$ cat config.mk
export PLATFORM = sky130hd
export DESIGN_NAME = pix_addr_gen
export DESIGN_NICKNAME = d
export VERILOG_FILES = /design/src/rtl/pag_pkg.sv /design/src/rtl/pag_cfg_regs.sv /design/src/rtl/pag_row_stage.sv /design/src/rtl/pag_addr_fmt.sv /design/src/rtl/pix_addr_gen.sv
export SDC_FILE = /design/constraint.sdc
export NUM_CORES = 1
export LEC_CHECK = 0
export BUFFER_PORTS_ARGS = -buffer_cell sky130_fd_sc_hd__buf_2
export CORE_AREA = 2 2 116 118
export CTS_BUF_LIST = sky130_fd_sc_hd__clkbuf_8
export DETAILED_ROUTE_END_ITERATION = 8
export DIE_AREA = 0 0 118 120
export GPL_TIMING_DRIVEN = 0
export HOLD_SLACK_MARGIN = 0.12
export PLACE_DENSITY = 0.91
export RECOVER_POWER = 25
export SLEW_MARGIN = 20
export SYNTH_ARGS = -nofsm -noshare
export SYNTH_HDL_FRONTEND = slang
export SYNTH_SLANG_ARGS = --single-unit
$ cat constraint.sdc
create_clock -name clk -period 5.3 [get_ports clk]
set_input_delay 0.795 -clock clk [delete_from_list [all_inputs] [get_ports clk]]
set_output_delay 0.795 -clock clk [all_outputs]
set_load 0.1 [all_outputs]
$ cat src/rtl/pag_pkg.sv
// Package: shared encodings and configuration types for the pixel address
// generator. Assumes a 12-bit high-order offset and at most a 32-bit bus.
package pag_pkg;

    localparam int PAG_BASE_W = 12;

    localparam logic [2:0] BPP_1  = 3'd0;
    localparam logic [2:0] BPP_2  = 3'd1;
    localparam logic [2:0] BPP_4  = 3'd2;
    localparam logic [2:0] BPP_8  = 3'd3;
    localparam logic [2:0] BPP_16 = 3'd4;
    localparam logic [2:0] BPP_24 = 3'd5;

    localparam logic [1:0] BUS_8  = 2'd0;
    localparam logic [1:0] BUS_16 = 2'd1;
    localparam logic [1:0] BUS_32 = 2'd2;

    // Fields the address formatter needs, snapshotted per request
    typedef struct packed {
        logic [2:0]            bpp;
        logic [1:0]            bus;
        logic [PAG_BASE_W-1:0] base;
    } pag_fmt_cfg_t;

    // Full configuration held by the register stage
    typedef struct packed {
        logic [1:0]   row;
        logic         m320;
        pag_fmt_cfg_t fmt;
    } pag_cfg_t;

    localparam pag_cfg_t PAG_CFG_RESET = '{
        row:  2'd0,
        m320: 1'b0,
        fmt:  '{bpp: BPP_8, bus: BUS_32, base: '0}
    };

endpackage

$ cat src/rtl/pag_cfg_regs.sv
// Module: pag_cfg_regs
// Holds the stride, 320 mode, depth, bus width and offset settings.
// Assumes writes are single-cycle strobes; values apply from the next edge.
module pag_cfg_regs
    import pag_pkg::*;
(
    input  logic                  clk,
    input  logic                  rst_n,
    input  logic                  we,
    input  logic [1:0]            row_sel,
    input  logic                  row320,
    input  logic [2:0]            bpp_sel,
    input  logic [1:0]            bus_sel,
    input  logic [PAG_BASE_W-1:0] base,
    output pag_cfg_t              cfg_q
);

    // Purpose: load configuration on a write, defaults on reset
    always_ff @(posedge clk) begin
        if (!rst_n) begin
            cfg_q <= PAG_CFG_RESET;
        end else if (we) begin
            cfg_q.row      <= row_sel;
            cfg_q.m320     <= row320;
            cfg_q.fmt.bpp  <= bpp_sel;
            cfg_q.fmt.bus  <= bus_sel;
            cfg_q.fmt.base <= base;
        end
    end

endmodule

$ cat src/rtl/pag_row_stage.sv
// Module: pag_row_stage
// Accepts coordinates and forms the linear pixel index y*stride+x.
// Power-of-two strides use a fixed shift and finish in one cycle. The
// 320 stride (8 bpp only) adds y<<8 and y<<6, then x, over two more
// cycles while ready is low. A column not below the stride gives an
// out-of-range strobe. The formatting fields are snapshotted per request.
module pag_row_stage
    import pag_pkg::*;
#(
    parameter int X_W           = 11,
    parameter int Y_W           = 11,
    parameter int ROW_SHIFT_MIN = 8,
    parameter int NROW          = 4,
    parameter int ROW320        = 320,
    parameter int M320_HI       = 8,
    parameter int M320_LO       = 6,
    localparam int P_W          = X_W + Y_W
)(
    input  logic           clk,
    input  logic           rst_n,
    input  logic           req_valid,
    input  logic [X_W-1:0] req_x,
    input  logic [Y_W-1:0] req_y,
    input  pag_cfg_t       cfg_i,
    output logic           req_ready,
    output logic           idx_valid,
    output logic           idx_oor,
    output logic [P_W-1:0] idx_q,
    output pag_fmt_cfg_t   fmt_snap
);

    typedef enum logic [1:0] {ST_IDLE, ST_ADD, ST_FIN} st_t;

    st_t            state;
    logic [P_W-1:0] acc;
    logic [X_W-1:0] x_hold;
    logic [Y_W-1:0] y_hold;

    logic [P_W-1:0] row_prod [NROW];
    logic [NROW-1:0] over_row;
    logic           accept;
    logic           use320;
    logic           oor;
    logic [P_W-1:0] shift_idx;

    // One shifted row product and one range test per power-of-two stride
    for (genvar g = 0; g < NROW; g++) begin : g_row
        assign row_prod[g] = P_W'(req_y) << (ROW_SHIFT_MIN + g);
        assign over_row[g] = (req_x >> (ROW_SHIFT_MIN + g)) != '0;
    end

    assign req_ready = (state == ST_IDLE);
    assign accept    = req_valid && req_ready;
    assign use320    = cfg_i.m320 && (cfg_i.fmt.bpp == BPP_8);

    // Purpose: pick the range test for the active stride
    always_comb begin
        if (use320) oor = (req_x >= X_W'(ROW320));
        else        oor = over_row[cfg_i.row];
    end

    assign shift_idx = row_prod[cfg_i.row] + P_W'(req_x);

    // Purpose: request sequencing, index computation and result strobes
    always_ff @(posedge clk) begin
        if (!rst_n) begin
            state     <= ST_IDLE;
            acc       <= '0;
            x_hold    <= '0;
            y_hold    <= '0;
            idx_q     <= '0;
            idx_valid <= 1'b0;
            idx_oor   <= 1'b0;
            fmt_snap  <= PAG_CFG_RESET.fmt;
        end else begin
            idx_valid <= 1'b0;
            idx_oor   <= 1'b0;
            case (state)
                ST_IDLE: begin
                    if (accept) begin
                        fmt_snap <= cfg_i.fmt;
                        if (oor) begin
                            idx_oor <= 1'b1;
                        end else if (use320) begin
                            acc    <= P_W'(req_y) << M320_HI;
                            x_hold <= req_x;
                            y_hold <= req_y;
                            state  <= ST_ADD;
                        end else begin
                            idx_q     <= shift_idx;
                            idx_valid <= 1'b1;
                        end
                    end
                end
                ST_ADD: begin
                    acc   <= acc + (P_W'(y_hold) << M320_LO);
                    state <= ST_FIN;
                end
                default: begin
                    idx_q     <= acc + P_W'(x_hold);
                    idx_valid <= 1'b1;
                    state     <= ST_IDLE;
                end
            endcase
        end
    end

    // a result and an out-of-range strobe never coincide
    p_excl_r8: assert property (@(posedge clk) disable iff (!rst_n)
        !(idx_valid && idx_oor));

    // an out-of-range request strobes in the next cycle, without a result
    p_oor_next_r8: assert property (@(posedge clk) disable iff (!rst_n)
        (accept && oor) |=> (idx_oor && !idx_valid));

    // a shift-mode request yields its result in the next cycle
    p_shift_lat_r2: assert property (@(posedge clk) disable iff (!rst_n)
        (accept && !use320 && !oor) |=> (idx_valid && req_ready));

    // a 320-mode request blocks new requests and yields no result yet
    p_busy_r3: assert property (@(posedge clk) disable iff (!rst_n)
        (accept && use320 && !oor) |=> (!req_ready && !idx_valid));

    // the final add cycle delivers the result and reopens the port
    p_fin_r3: assert property (@(posedge clk) disable iff (!rst_n)
        (state == ST_FIN) |=> (idx_valid && req_ready));

endmodule

$ cat src/rtl/pag_addr_fmt.sv
// Module: pag_addr_fmt
// Scales the pixel index by the depth into a bit offset, then forms the
// byte address under the high-order offset, the starting byte lane and
// the bit position. Only the low LOW_W+3 bits of the bit offset are kept,
// which is exact for every field produced.
module pag_addr_fmt
    import pag_pkg::*;
#(
    parameter int P_W    = 22,
    parameter int ADDR_W = 32,
    localparam int LOW_W = ADDR_W - PAG_BASE_W,
    localparam int BIT_W = LOW_W + 3
)(
    input  logic [P_W-1:0]    idx,
    input  pag_fmt_cfg_t      fmt,
    output logic [ADDR_W-1:0] addr,
    output logic [1:0]        lane,
    output logic [2:0]        bitpos
);

    logic [BIT_W-1:0] idx_e;
    logic [BIT_W-1:0] bits;
    logic [LOW_W-1:0] low;

    assign idx_e = BIT_W'(idx);

    // Purpose: multiply the index by the depth using shifts only
    always_comb begin
        case (fmt.bpp)
            BPP_1:   bits = idx_e;
            BPP_2:   bits = idx_e << 1;
            BPP_4:   bits = idx_e << 2;
            BPP_16:  bits = idx_e << 4;
            BPP_24:  bits = (idx_e << 4) + (idx_e << 3);
            default: bits = idx_e << 3;
        endcase
    end

    assign low  = bits[BIT_W-1:3];
    assign addr = {fmt.base, low};

    // Purpose: starting byte lane for the selected bus width
    always_comb begin
        case (fmt.bus)
            BUS_8:   lane = 2'd0;
            BUS_16:  lane = {1'b0, low[0]};
            default: lane = low[1:0];
        endcase
    end

    // Purpose: bit position inside the byte for sub-byte depths
    always_comb begin
        case (fmt.bpp)
            BPP_1, BPP_2, BPP_4: bitpos = bits[2:0];
            default:             bitpos = 3'd0;
        endcase
    end

endmodule

$ cat src/rtl/pix_addr_gen.sv
// Module: pix_addr_gen (top)
// Pixel coordinate to video memory byte address converter. Connects the
// configuration registers, the row/index stage and the address formatter.
// Assumes the offset width matches pag_pkg::PAG_BASE_W.
module pix_addr_gen
    import pag_pkg::*;
#(
    parameter int X_W    = 11,
    parameter int Y_W    = 11,
    parameter int ADDR_W = 32,
    localparam int P_W   = X_W + Y_W
)(
    input  logic                  clk,
    input  logic                  rst_n,
    input  logic                  cfg_we,
    input  logic [1:0]            cfg_row_sel,
    input  logic                  cfg_row320,
    input  logic [2:0]            cfg_bpp_sel,
    input  logic [1:0]            cfg_bus_sel,
    input  logic [PAG_BASE_W-1:0] cfg_base,
    input  logic                  req_valid,
    input  logic [X_W-1:0]        req_x,
    input  logic [Y_W-1:0]        req_y,
    output logic                  req_ready,
    output logic                  out_valid,
    output logic                  out_oor,
    output logic [ADDR_W-1:0]     out_addr,
    output logic [1:0]            out_lane,
    output logic [2:0]            out_bit
);

    pag_cfg_t          cfg_q;
    pag_fmt_cfg_t      fmt_snap;
    logic [P_W-1:0]    idx_q;
    logic              idx_valid;
    logic [ADDR_W-1:0] addr_c;
    logic [1:0]        lane_c;
    logic [2:0]        bit_c;

    pag_cfg_regs u_cfg (
        .clk     (clk),
        .rst_n   (rst_n),
        .we      (cfg_we),
        .row_sel (cfg_row_sel),
        .row320  (cfg_row320),
        .bpp_sel (cfg_bpp_sel),
        .bus_sel (cfg_bus_sel),
        .base    (cfg_base),
        .cfg_q   (cfg_q)
    );

    pag_row_stage #(.X_W(X_W), .Y_W(Y_W)) u_row (
        .clk       (clk),
        .rst_n     (rst_n),
        .req_valid (req_valid),
        .req_x     (req_x),
        .req_y     (req_y),
        .cfg_i     (cfg_q),
        .req_ready (req_ready),
        .idx_valid (idx_valid),
        .idx_oor   (out_oor),
        .idx_q     (idx_q),
        .fmt_snap  (fmt_snap)
    );

    pag_addr_fmt #(.P_W(P_W), .ADDR_W(ADDR_W)) u_fmt (
        .idx    (idx_q),
        .fmt    (fmt_snap),
        .addr   (addr_c),
        .lane   (lane_c),
        .bitpos (bit_c)
    );

    assign out_valid = idx_valid;
    assign out_addr  = idx_valid ? addr_c : '0;
    assign out_lane  = idx_valid ? lane_c : 2'd0;
    assign out_bit   = idx_valid ? bit_c  : 3'd0;

    // an 8-bit bus always reports lane 0
    p_lane8_r6: assert property (@(posedge clk) disable iff (!rst_n)
        (out_valid && fmt_snap.bus == BUS_8) |-> (out_lane == 2'd0));

    // byte-wide or wider depths report bit position 0
    p_bitwide_r7: assert property (@(posedge clk) disable iff (!rst_n)
        (out_valid && fmt_snap.bpp >= BPP_8) |-> (out_bit == 3'd0));

    // the high address bits carry the offset captured with the request
    p_base_r5: assert property (@(posedge clk) disable iff (!rst_n)
        out_valid |-> (out_addr[ADDR_W-1 -: PAG_BASE_W] == fmt_snap.base));

    // the first cycle after reset has no strobe and the port is open
    p_reset_r1: assert property (@(posedge clk)
        !rst_n |=> (!out_valid && !out_oor && req_ready));

endmodule

==> results.txt, run 1 <==
Status: finished, final reports clean
Final WS setup: 718 ps
Vias per cell: 6.29
Clock network fraction of total power: 29.8%
Startpoint Class: flip-flop
Internal cell power: 0.00108 W
Global-route wire length before repair: 36600 um
Vias: 7929
Cell count after synthesis: 985
Hold Crit Class: flip-flop to flip-flop
Worst slew margin: 18.7%
Largest net degree at the start of global routing: 20
YS warnings: 0
# DRC: 0
TritonCTS Buffers: 9
Chip Width: 118 um
Worst-Skew Late Latency: 390 ps
Unrepaired setup endpoints after global routing: false
Root buffer cell: clkbuf_8
Max_cap viols: 0
# Post-CTS Setup Buffers: 0
Reg clk slew, reported paths: 100 ps
R2R setup slack: 1620 ps
Final setup fails: 0
Combinational power share: 20.0%
Mapped Avg Cell Area: 7.66 sq um
Fmax: 218 MHz
RD Place Congestion: 1.03
Final core occ: 64.3%
Die area: 14200 sq um
Commonest cells after routing, fill and taps aside: nand2_1 (170), a21oi_1 (102), dfxtp_1 (101)
Net Sw Power: 0.000536 W
Total track usage: 31.5%
Die Y: 120 um
Max-slew violation count: 0
Initial antenna violation count: 0
PwrDens: 194 nW/um^2
Synth Flop Type: dfxtp_1
Inserted Diodes: 0
Post-DRT Antenna Nets: 0
Setup TNS Final: 0 ps
Final hold vios: 0
WL final: 22600 um
WP data required: 4510 ps
Worst setup EP type: output port
I/O pins: 86
H-tree depth: 3
Port Buffers: 83
Seq pwr share: 50.1%
DP HPWL: 17000 um
Lkg Pwr: 3.56 nW
Grt ovf: 0
Area Growth Syn to Fin: 10.6%
Max IR drop VDD: 0.171 mV
# resized after CTS: 0
Yosys cell types: 89
CTS sink cnt: 101
Pre-CTS WS: 1200 ps
Layout cells sized above 1: 14.2%
Number of global-route vias before repair: 7581
Core area: 13000 sq um
Seq cells post-synth: 101
Setup Crit Path Kind: flip-flop to output port
Final #Nets: 1165
Clk buf depth: 2
Worst-Margin Slew: 1210 ps
TritonCTS clock tree: built
Initial Utilization: 58.1%
Crit share post-route: 86.4%
Number of synthesized flops with an enable pin: 0
Routed len/inst: 18.0 um
Sw Ratio: 33.1%
DRT Pass-1 Iters: 5
Syn_nets: 1071
Sequential cell area fraction in the yosys report: 26.8%
1st-iter DRT viols: 857
Worst endpoint data arrival time: 3790 ps
Commonest non-fill, non-tap cell in the layout: nand2_1
CP max FO: 9
Num rows: 42
Fin crit period: 4580 ps
Ys async rst share: 0%
Netlist Area Pre-Place: 7550 sq um
Hold-fix buffers, CTS: 0
Worst hold slack: 458 ps
Clock skew: 12.1 ps
flip-flops by register name (all words and copies together), names as in the netlist:
register / count
u_row.idx_q: 22
u_row.x_hold: 11
u_cfg.cfg_q: 20
u_row.y_hold: 11
u_row.idx_oor: 1
u_row.state: 2
u_row.idx_valid: 1
u_row.acc: 16
u_row.fmt_snap: 17
per-stage QoR:
stage	cell area, sq um	instances	power, W
after floorplan	7550	985	0.00105
after global placement	8180	1244	0.00114
after detailed placement	8180	1244	0.00115
after CTS	8380	1260	0.00162
after global routing	8350	1260	0.00168
final	8350	1260	0.00162
synth_stat cells (6+ instances only):
master | n | area, sq um
nand2_1 | 169 | 634
a21oi_1 | 102 | 510
dfxtp_1 | 101 | 2020
o21ai_0 | 69 | 345
nor2_1 | 63 | 236
mux2i_1 | 40 | 400
ha_1 | 37 | 463
clkbuf_1 | 32 | 120
inv_1 | 21 | 78.8
nand3_1 | 19 | 95.1
nor2b_1 | 19 | 119
xnor2_1 | 19 | 166
and2_1 | 18 | 113
xor2_1 | 18 | 158
nor3_1 | 17 | 85.1
o211ai_1 | 16 | 120
buf_2 | 15 | 75.1
and3_1 | 13 | 81.3
a21o_1 | 12 | 90.1
a211oi_1 | 9 | 67.6
o22ai_1 | 9 | 56.3
a311oi_1 | 8 | 70.1
a31oi_1 | 8 | 50.1
mux2_2 | 8 | 90.1
nand2b_1 | 8 | 50.1
nand4_1 | 7 | 43.8
nor4_1 | 6 | 37.5
o21a_1 | 6 | 45.0
o221ai_1 | 6 | 52.6
o31ai_1 | 6 | 45.0
power groups by stage:
| stage | registers, W | clock network [W] | logic (W) |
|---|---|---|---|
| 2_1_floorplan | 0.000823 | 0 | 0.000224 |
| 3_5_place_dp | 0.000828 | 0 | 0.000317 |
| 3_3_place_gp | 0.000827 | 0 | 0.000311 |
| 6_report | 0.000812 | 0.000483 | 0.000324 |
| 5_1_grt | 0.000815 | 0.000511 | 0.000353 |
| 4_1_cts | 0.000811 | 0.000487 | 0.000319 |
worst max-delay path, cell delays in order (launching register included):
cell and delay (ps):
dfxtp_1 530, ha_1 280, inv_1 70, fa_1 390
or2b_2 320, a21oi_1 270, o31ai_1 180, a31oi_1 430
a21oi_1 180, xor2_1 180, o21ai_0 140, buf_2 440
area by class of cell:
type | instances | area, sq um
clock inverters | 7 | 68.8
plain buffers | 59 | 308
flip-flops and latches | 101 | 2020
multi-input cells | 803 | 5110
repair buffers | 83 | 412
well taps | 176 | 220
clock buffers | 9 | 124
fillers | 1120 | 4630
inverters | 22 | 82.6
path summary, 6_finish.rpt:
path,from,endpoint,cells after the start
max reg2reg,u_cfg.cfg_q[18],u_row.idx_q[15],13
max,u_row.idx_q[1],out_addr[17],11
min reg2reg,u_row.fmt_snap[8],u_row.fmt_snap[8],2
min,u_row.fmt_snap[8],u_row.fmt_snap[8],2
logic make-up after synthesis:
logic type      share of synthesized area [%]
buf+inv                                  5.26
mux                                      7.78
fa+ha+maj                                7.06
simple gates                             23.5
compound gates                           25.3
xor+xnor                                 4.29
flops                                    26.8
metal layers:
layer / GRT usage [%] / up-vias / wire (um)
met5: 0 / - / 0
met4: 15.1 / 0 / 856
met3: 5.09 / 71 / 1890
met2: 54.5 / 430 / 10800
met1: 38.4 / 3693 / 9110
li1: - / 3735 / -
Power figures use the tool's default switching activity.
==> run 2: changes to the inputs <==
Settings changed: ABC_AREA set to 1, CORE_AREA 2 2 116 118 to 2 2 114 116, DIE_AREA 0 0 118 120 to 0 0 116 118, PLACE_DENSITY 0.91 to 0.92.
==> run 2 against run 1 <==
Against the previous run: synthesized cell count rose by 18%; clock skew rose by 2.8 ps; global-route usage rose by 0.70 points; clock-buffer cell count did not move; utilization rose by 1.5 points; critical path type unchanged.
==> results.txt, run 2 <==
WL final: 21700 um
Area after DPL: 7980 sq um
Syn_nets: 1249
Seq cells post-synth: 101
Reg clk slew, reported paths: 100 ps
# resized after CTS: 0
Cell taking the most area after synthesis: dfxtp_1
H-tree depth: 3
Global-route wire length before repair: 35900 um
Number of global-route vias before repair: 7808
Inserted Diodes: 0
Worst-Margin Slew: 591 ps
Mapped Avg Cell Area: 6.31 sq um
Netlist Area Pre-Place: 7340 sq um
CTS sink cnt: 101
Hold_sp: u_row.x_hold[10]
Hold-fix buffers, CTS: 0
Crit share post-route: 76.4%
Yosys cell types: 47
Vias: 8422
Lkg Pwr: 3.84 nW
FF+latch area: 2020 sq um
Most common cell in the netlist: nand2_1
Hold Crit Class: flip-flop to flip-flop
Worst-Skew Late Latency: 380 ps
Vias per cell: 5.87
Critical R2R Launch: u_cfg.cfg_q[19]
Hold depth: 2
R2R setup slack: 2810 ps
Final #Nets: 1344
Grt ovf: 0
Core area: 12400 sq um
Cell count after synthesis: 1163
Worst setup EP type: output port
Post-DRT Antenna Nets: 0
Footprint of the multi-input gates: 4490 sq um
Clock skew: 14.9 ps
Worst Hold Endpoint: u_row.x_hold[10]
# DRC: 0
RD Place Congestion: 1.02
Synth area leaders: dfxtp_1 (28%), nand2_1 (11%), o21ai_0 (9.2%)
1st-iter DRT viols: 893
Fin area: 8170 sq um
Clk buf depth: 2
Biggest register: u_row.idx_q
WP data required: 4510 ps
DRT Pass-1 Iters: 8
I/O pins: 86
PwrDens: 211 nW/um^2
Fmax: 247 MHz
Sequential cell area fraction in the yosys report: 27.5%
Initial Utilization: 59.1%
Synth top area share: 27.5%
Max_cap viols: 0
Port Buffers: 84
Commonest non-fill, non-tap cell in the layout: nand2_1
TritonCTS Buffers: 9
Ys async rst share: 0%
Total track usage: 32.2%
Biggest regs: u_row.idx_q (22), u_cfg.cfg_q (20), u_row.fmt_snap (17)
Routed len/inst: 15.1 um
Synth Flop Type: dfxtp_1
Worst endpoint data arrival time: 3260 ps
Fillcell total: 1171
# Post-CTS Setup Buffers: 0
Chip Width: 116 um
Setup Crit Path Kind: flip-flop to output port
Final setup fails: 0
Setup TNS Final: 0 ps
Initial antenna violation count: 0
DP HPWL: 16900 um
Fin crit period: 4050 ps
Worst slew margin: 60.6%
Max IR drop VDD: 0.123 mV
Die area: 13700 sq um
Startpoint Class: flip-flop
R2R cell count: 17
Die Y: 118 um
Layout cells sized above 1: 11.2%
Root buffer cell: clkbuf_8
Largest net degree at the start of global routing: 19
Area Growth Syn to Fin: 11.3%
Number of synthesized flops with an enable pin: 0
Worst r2r dst: u_row.idx_q[19]
Num rows: 41
Unrepaired setup endpoints after global routing: false
Max reg flops: 22
TritonCTS clock tree: built
Top cells by count, synth: nand2_1 (223), inv_1 (149), o21ai_0 (135)
YS warnings: 0
Final hold vios: 0
Status: finished, final reports clean
Commonest cells after routing, fill and taps aside: nand2_1 (223), inv_1 (150), o21ai_0 (135)
Max-slew violation count: 0
CP max FO: 5
-- run 2: cell types whose count changed in the layout (fill, tap and decap cells not counted), moves of 18 or more --
cell      delta
inv_1      +129
nand3_1     +80
nor2_1      +68
o21ai_0     +66
nand2_1     +53
mux2i_1     -40
nor2b_1     -19
and2_1      -18
clkbuf_1    -18
o22ai_1     +18
-- run 2: metrics by stage --
stage                     power [W]  hold WS, ps  setup slack (ps)  cells  utilization (%)
final                       0.00172          441              1250   1435             65.8
after global routing        0.00181          463              1140   1435             65.8
after CTS                   0.00172          442              1320   1435             65.9
after detailed placement    0.00121          428              1750   1419             64.3
after global placement      0.00120          421              1840   1419             64.3
after floorplan             0.00110          413               968   1163                -
-- run 2: final cells by class --
type                    instances  area share (%)
multi-input cells             861            55.0
flip-flops and latches        101            24.7
inverters                     160            7.38
repair buffers                 84            5.14
well taps                     172            2.63
plain buffers                  41            2.57
clock buffers                   9            1.52
clock inverters                 7            1.03
-- run 2: worst max-delay path, stage by stage, from the launching register on --
cell	delay [ps]
dfxtp_1	420
ha_1	190
inv_1	60
fa_1	370
inv_1	100
nand3_1	90
nand2_1	120
a21boi_0	160
o21ai_0	340
nand2_1	160
nand3b_1	120
nand3_1	80
a21oi_1	190
buf_2	460
-- run 2: logic make-up after synthesis --
kind of cell               Yosys count  share of synthesized area [%]
and+or+nand+nor                    497                           28.9
adders and majority gates           40                           7.12
AOI/OAI and AO/OA                  314                           24.1
buffers and inverters              201                           11.2
DFF                                101                           27.5
xor gates and xnor gates            10                           1.19
-- run 2: metal layers --
metal	global-route usage, %	part of all wire [%]	vias up
met5	0	0	-
met4	12.8	3.2	0
met3	4.58	9.4	69
met2	52.5	46	472
met1	42.8	41	3768
li1	-	-	4113
-- run 2: report_power, final --
| group | switching [W] | leakage [nW] | internal (W) |
|---|---|---|---|
| clock network | 0.000292 | 0.0955 | 0.000225 |
| registers | 0.0000352 | 0.825 | 0.000791 |
| logic | 0.000260 | 2.92 | 0.000118 |
-- run 2: worst max-delay path by stage --
stage                   endpoint            from  depth (start not counted)  slack [ps]
floorplan            out_addr[5]  u_row.idx_q[1]                          8         970
global placement    out_addr[17]  u_row.idx_q[1]                         13        1840
detailed placement  out_addr[17]  u_row.idx_q[1]                         13        1750
CTS                 out_addr[17]  u_row.idx_q[1]                         13        1320
global route        out_addr[17]  u_row.idx_q[1]                         13        1140
finish              out_addr[17]  u_row.idx_q[1]                         13        1250
==> run 3: changes to the inputs <==
Settings changed: CORE_AREA 2 2 114 116 to 2 2 119 121, DIE_AREA 0 0 116 118 to 0 0 121 123, PLACE_DENSITY 0.92 to 0.89.
Clock period 5.3 ns to 3.33 ns, I/O delays scaled along.
==> run 3 against run 2 <==
Against the previous run: utilization is 4.9 points lower; clock skew is 4.8 ps higher; largest cell class unchanged; highest routed layer unchanged; clock power is 56% higher; sequential share of layout area is 0.29 points lower; critical endpoint is now out_addr[7]; register-to-register slack worse by 2500 ps; die area is 8.7% higher; worst setup slack worse by 1100 ps.
==> results.txt, run 3 (synthesis results as in run 2) <==
Fin area: 8300 sq um
Clock skew: 19.7 ps
Reg clk slew, reported paths: 100 ps
Grt ovf: 0
Area after DPL: 8070 sq um
TritonCTS clock tree: built
R2R cell count: 8
Core area: 13600 sq um
Hold Crit Class: primary input to flip-flop
Max IR drop VDD: 0.199 mV
# DRC: 0
1st-iter DRT viols: 601
Hold depth: 3
Final hold vios: 0
Critical R2R Launch: u_row.state[0]
Worst-Skew Late Latency: 390 ps
PwrDens: 330 nW/um^2
Worst r2r dst: u_row.acc[10]
DP HPWL: 17600 um
Worst path most repeated cell: a21oi_1
Num rows: 43
Global-route wire length before repair: 36200 um
Vias per cell: 5.80
TritonCTS Buffers: 9
WP data required: 2830 ps
Commonest non-fill, non-tap cell in the layout: nand2_1
CP Capture Point: out_addr[7]
Commonest cells after routing, fill and taps aside: nand2_1 (222), inv_1 (151), o21ai_0 (135)
RD Place Congestion: 1.03
Net Sw Power: 0.000938 W
Crit share post-route: 95.9%
Area Growth Syn to Fin: 13.0%
Combinational power share: 22.6%
Final #Nets: 1344
Status: finished, final reports clean
CP cell instances: ha_1, a21oi_1, nand2_2, a21boi_2, inv_1, a21oi_1, o21ai_0, a41oi_2, clkbuf_4
Inserted Diodes: 0
Clk buf depth: 2
Port Buffers: 84
R2R setup slack: 310 ps
DRT Pass-1 Iters: 5
Lkg Pwr: 3.85 nW
Biggest regs: u_row.idx_q (22), u_cfg.cfg_q (20), u_row.fmt_snap (17)
Pre-CTS WS: 138 ps
WL final: 22500 um
CTS sink cnt: 101
Die Y: 123 um
Sw Ratio: 34.2%
Vias: 8372
Hold-fix buffers, CTS: 0
Worst-Margin Slew: 1180 ps
Max-slew violation count: 0
Max reg flops: 22
CP max stage delay: 450 ps
Internal cell power: 0.00180 W
Initial antenna violation count: 0
Seq pwr share: 48.0%
# Post-CTS Setup Buffers: 0
Fin crit period: 3190 ps
Startpoint Class: flip-flop
Worst slew margin: 21.8%
Setup TNS Final: 0 ps
Setup Crit Path Kind: flip-flop to output port
CP max stage cell: dfxtp_1
Max_cap viols: 0
Clock network fraction of total power: 29.5%
Number of global-route vias before repair: 7511
Final setup fails: 0
Die area: 14900 sq um
Fillcell total: 1287
Worst setup EP type: output port
I/O pins: 86
Root buffer cell: clkbuf_8
Post-DRT Antenna Nets: 0
CP Launch Point: u_row.idx_q[3]
Final core occ: 61.0%
Routed len/inst: 15.6 um
Initial Utilization: 53.9%
Largest net degree at the start of global routing: 18
Worst endpoint data arrival time: 2690 ps
Final WS setup: 136 ps
Fmax: 313 MHz
Biggest register: u_row.idx_q
Total track usage: 30.3%
Chip Width: 121 um
CP max FO: 5
Layout cells sized above 1: 13.1%
H-tree depth: 3
## run 3: cell count changes in the layout (fill, tap and decap cells not counted), moves of 2 or more
cell / before / now
a21oi_1: 94 / 78
a21oi_2: 1 / 17
buf_2: 93 / 82
buf_8: 0 / 2
clkbuf_4: 0 / 7
clkinv_2: 0 / 3
clkinvlp_4: 3 / 0
dfxtp_1: 101 / 97
dfxtp_2: 0 / 3
inv_6: 0 / 3
inv_8: 2 / 0
## run 3: how the worst min path moves through the flow
stage,from,endpoint
4_1_cts,cfg_base[11],u_cfg.cfg_q[11]
6_report,cfg_base[11],u_cfg.cfg_q[11]
3_5_place_dp,u_row.x_hold[9],u_row.x_hold[9]
2_1_floorplan,u_row.x_hold[10],u_row.x_hold[10]
3_3_place_gp,u_row.x_hold[10],u_row.x_hold[10]
5_1_grt,cfg_base[0],u_cfg.cfg_q[0]
## run 3: repair_timing
item / CTS / global route
hold endpoints to repair: 0 / 0
gates resized for setup: 10 / 18
pin swaps: 3 / 2
endpoints found under the setup margin: 6 / 10
## run 3: cell type report
cell class | instances | area [sq um] | area share [%]
Multi-Input combinational cell | 861 | 4580 | 55.2
Clock buffer | 9 | 124 | 1.49
Sequential cell | 101 | 2030 | 24.5
Timing Repair Buffer | 84 | 459 | 5.53
Inverter | 160 | 603 | 7.27
Clock inverter | 7 | 71.3 | 0.859
Buffer | 41 | 208 | 2.50
Tap cell | 180 | 225 | 2.71
## run 3: stage by stage
step                      instances  hold slack, ps  power (W)
final                          1443             324    0.00274
after global routing           1443             335    0.00285
after CTS                      1443             320    0.00272
after detailed placement       1427             425    0.00194
after global placement         1427             420    0.00193
after floorplan                1163             413    0.00176
## run 3: critical path: cells and delay by family (launching register included)
kind | cells | cell delay [ps]
DFF | 1 | 450
adders and majority gates | 1 | 330
AOI/OAI and AO/OA | 5 | 950
buffers and inverters | 2 | 480
and+or+nand+nor | 1 | 110
## run 3: metal layers
layer  GRT usage (%)  up-vias  part of all wire [%]
li1                -     4120                     -
met1            39.4     3789                    43
met2            50.8      404                    47
met3            3.97       59                   7.2
met4            12.6        0                   3.2
met5               0        -                     0
## run 3: power by group through the flow
| stage | sequential, W | combinational, W | clock [W] |
|---|---|---|---|
| floorplan | 0.00133 | 0.000434 | 0 |
| global placement | 0.00134 | 0.000590 | 0 |
| detailed placement | 0.00134 | 0.000599 | 0 |
| CTS | 0.00131 | 0.000603 | 0.000809 |
| global route | 0.00132 | 0.000681 | 0.000851 |
| finish | 0.00131 | 0.000618 | 0.000807 |
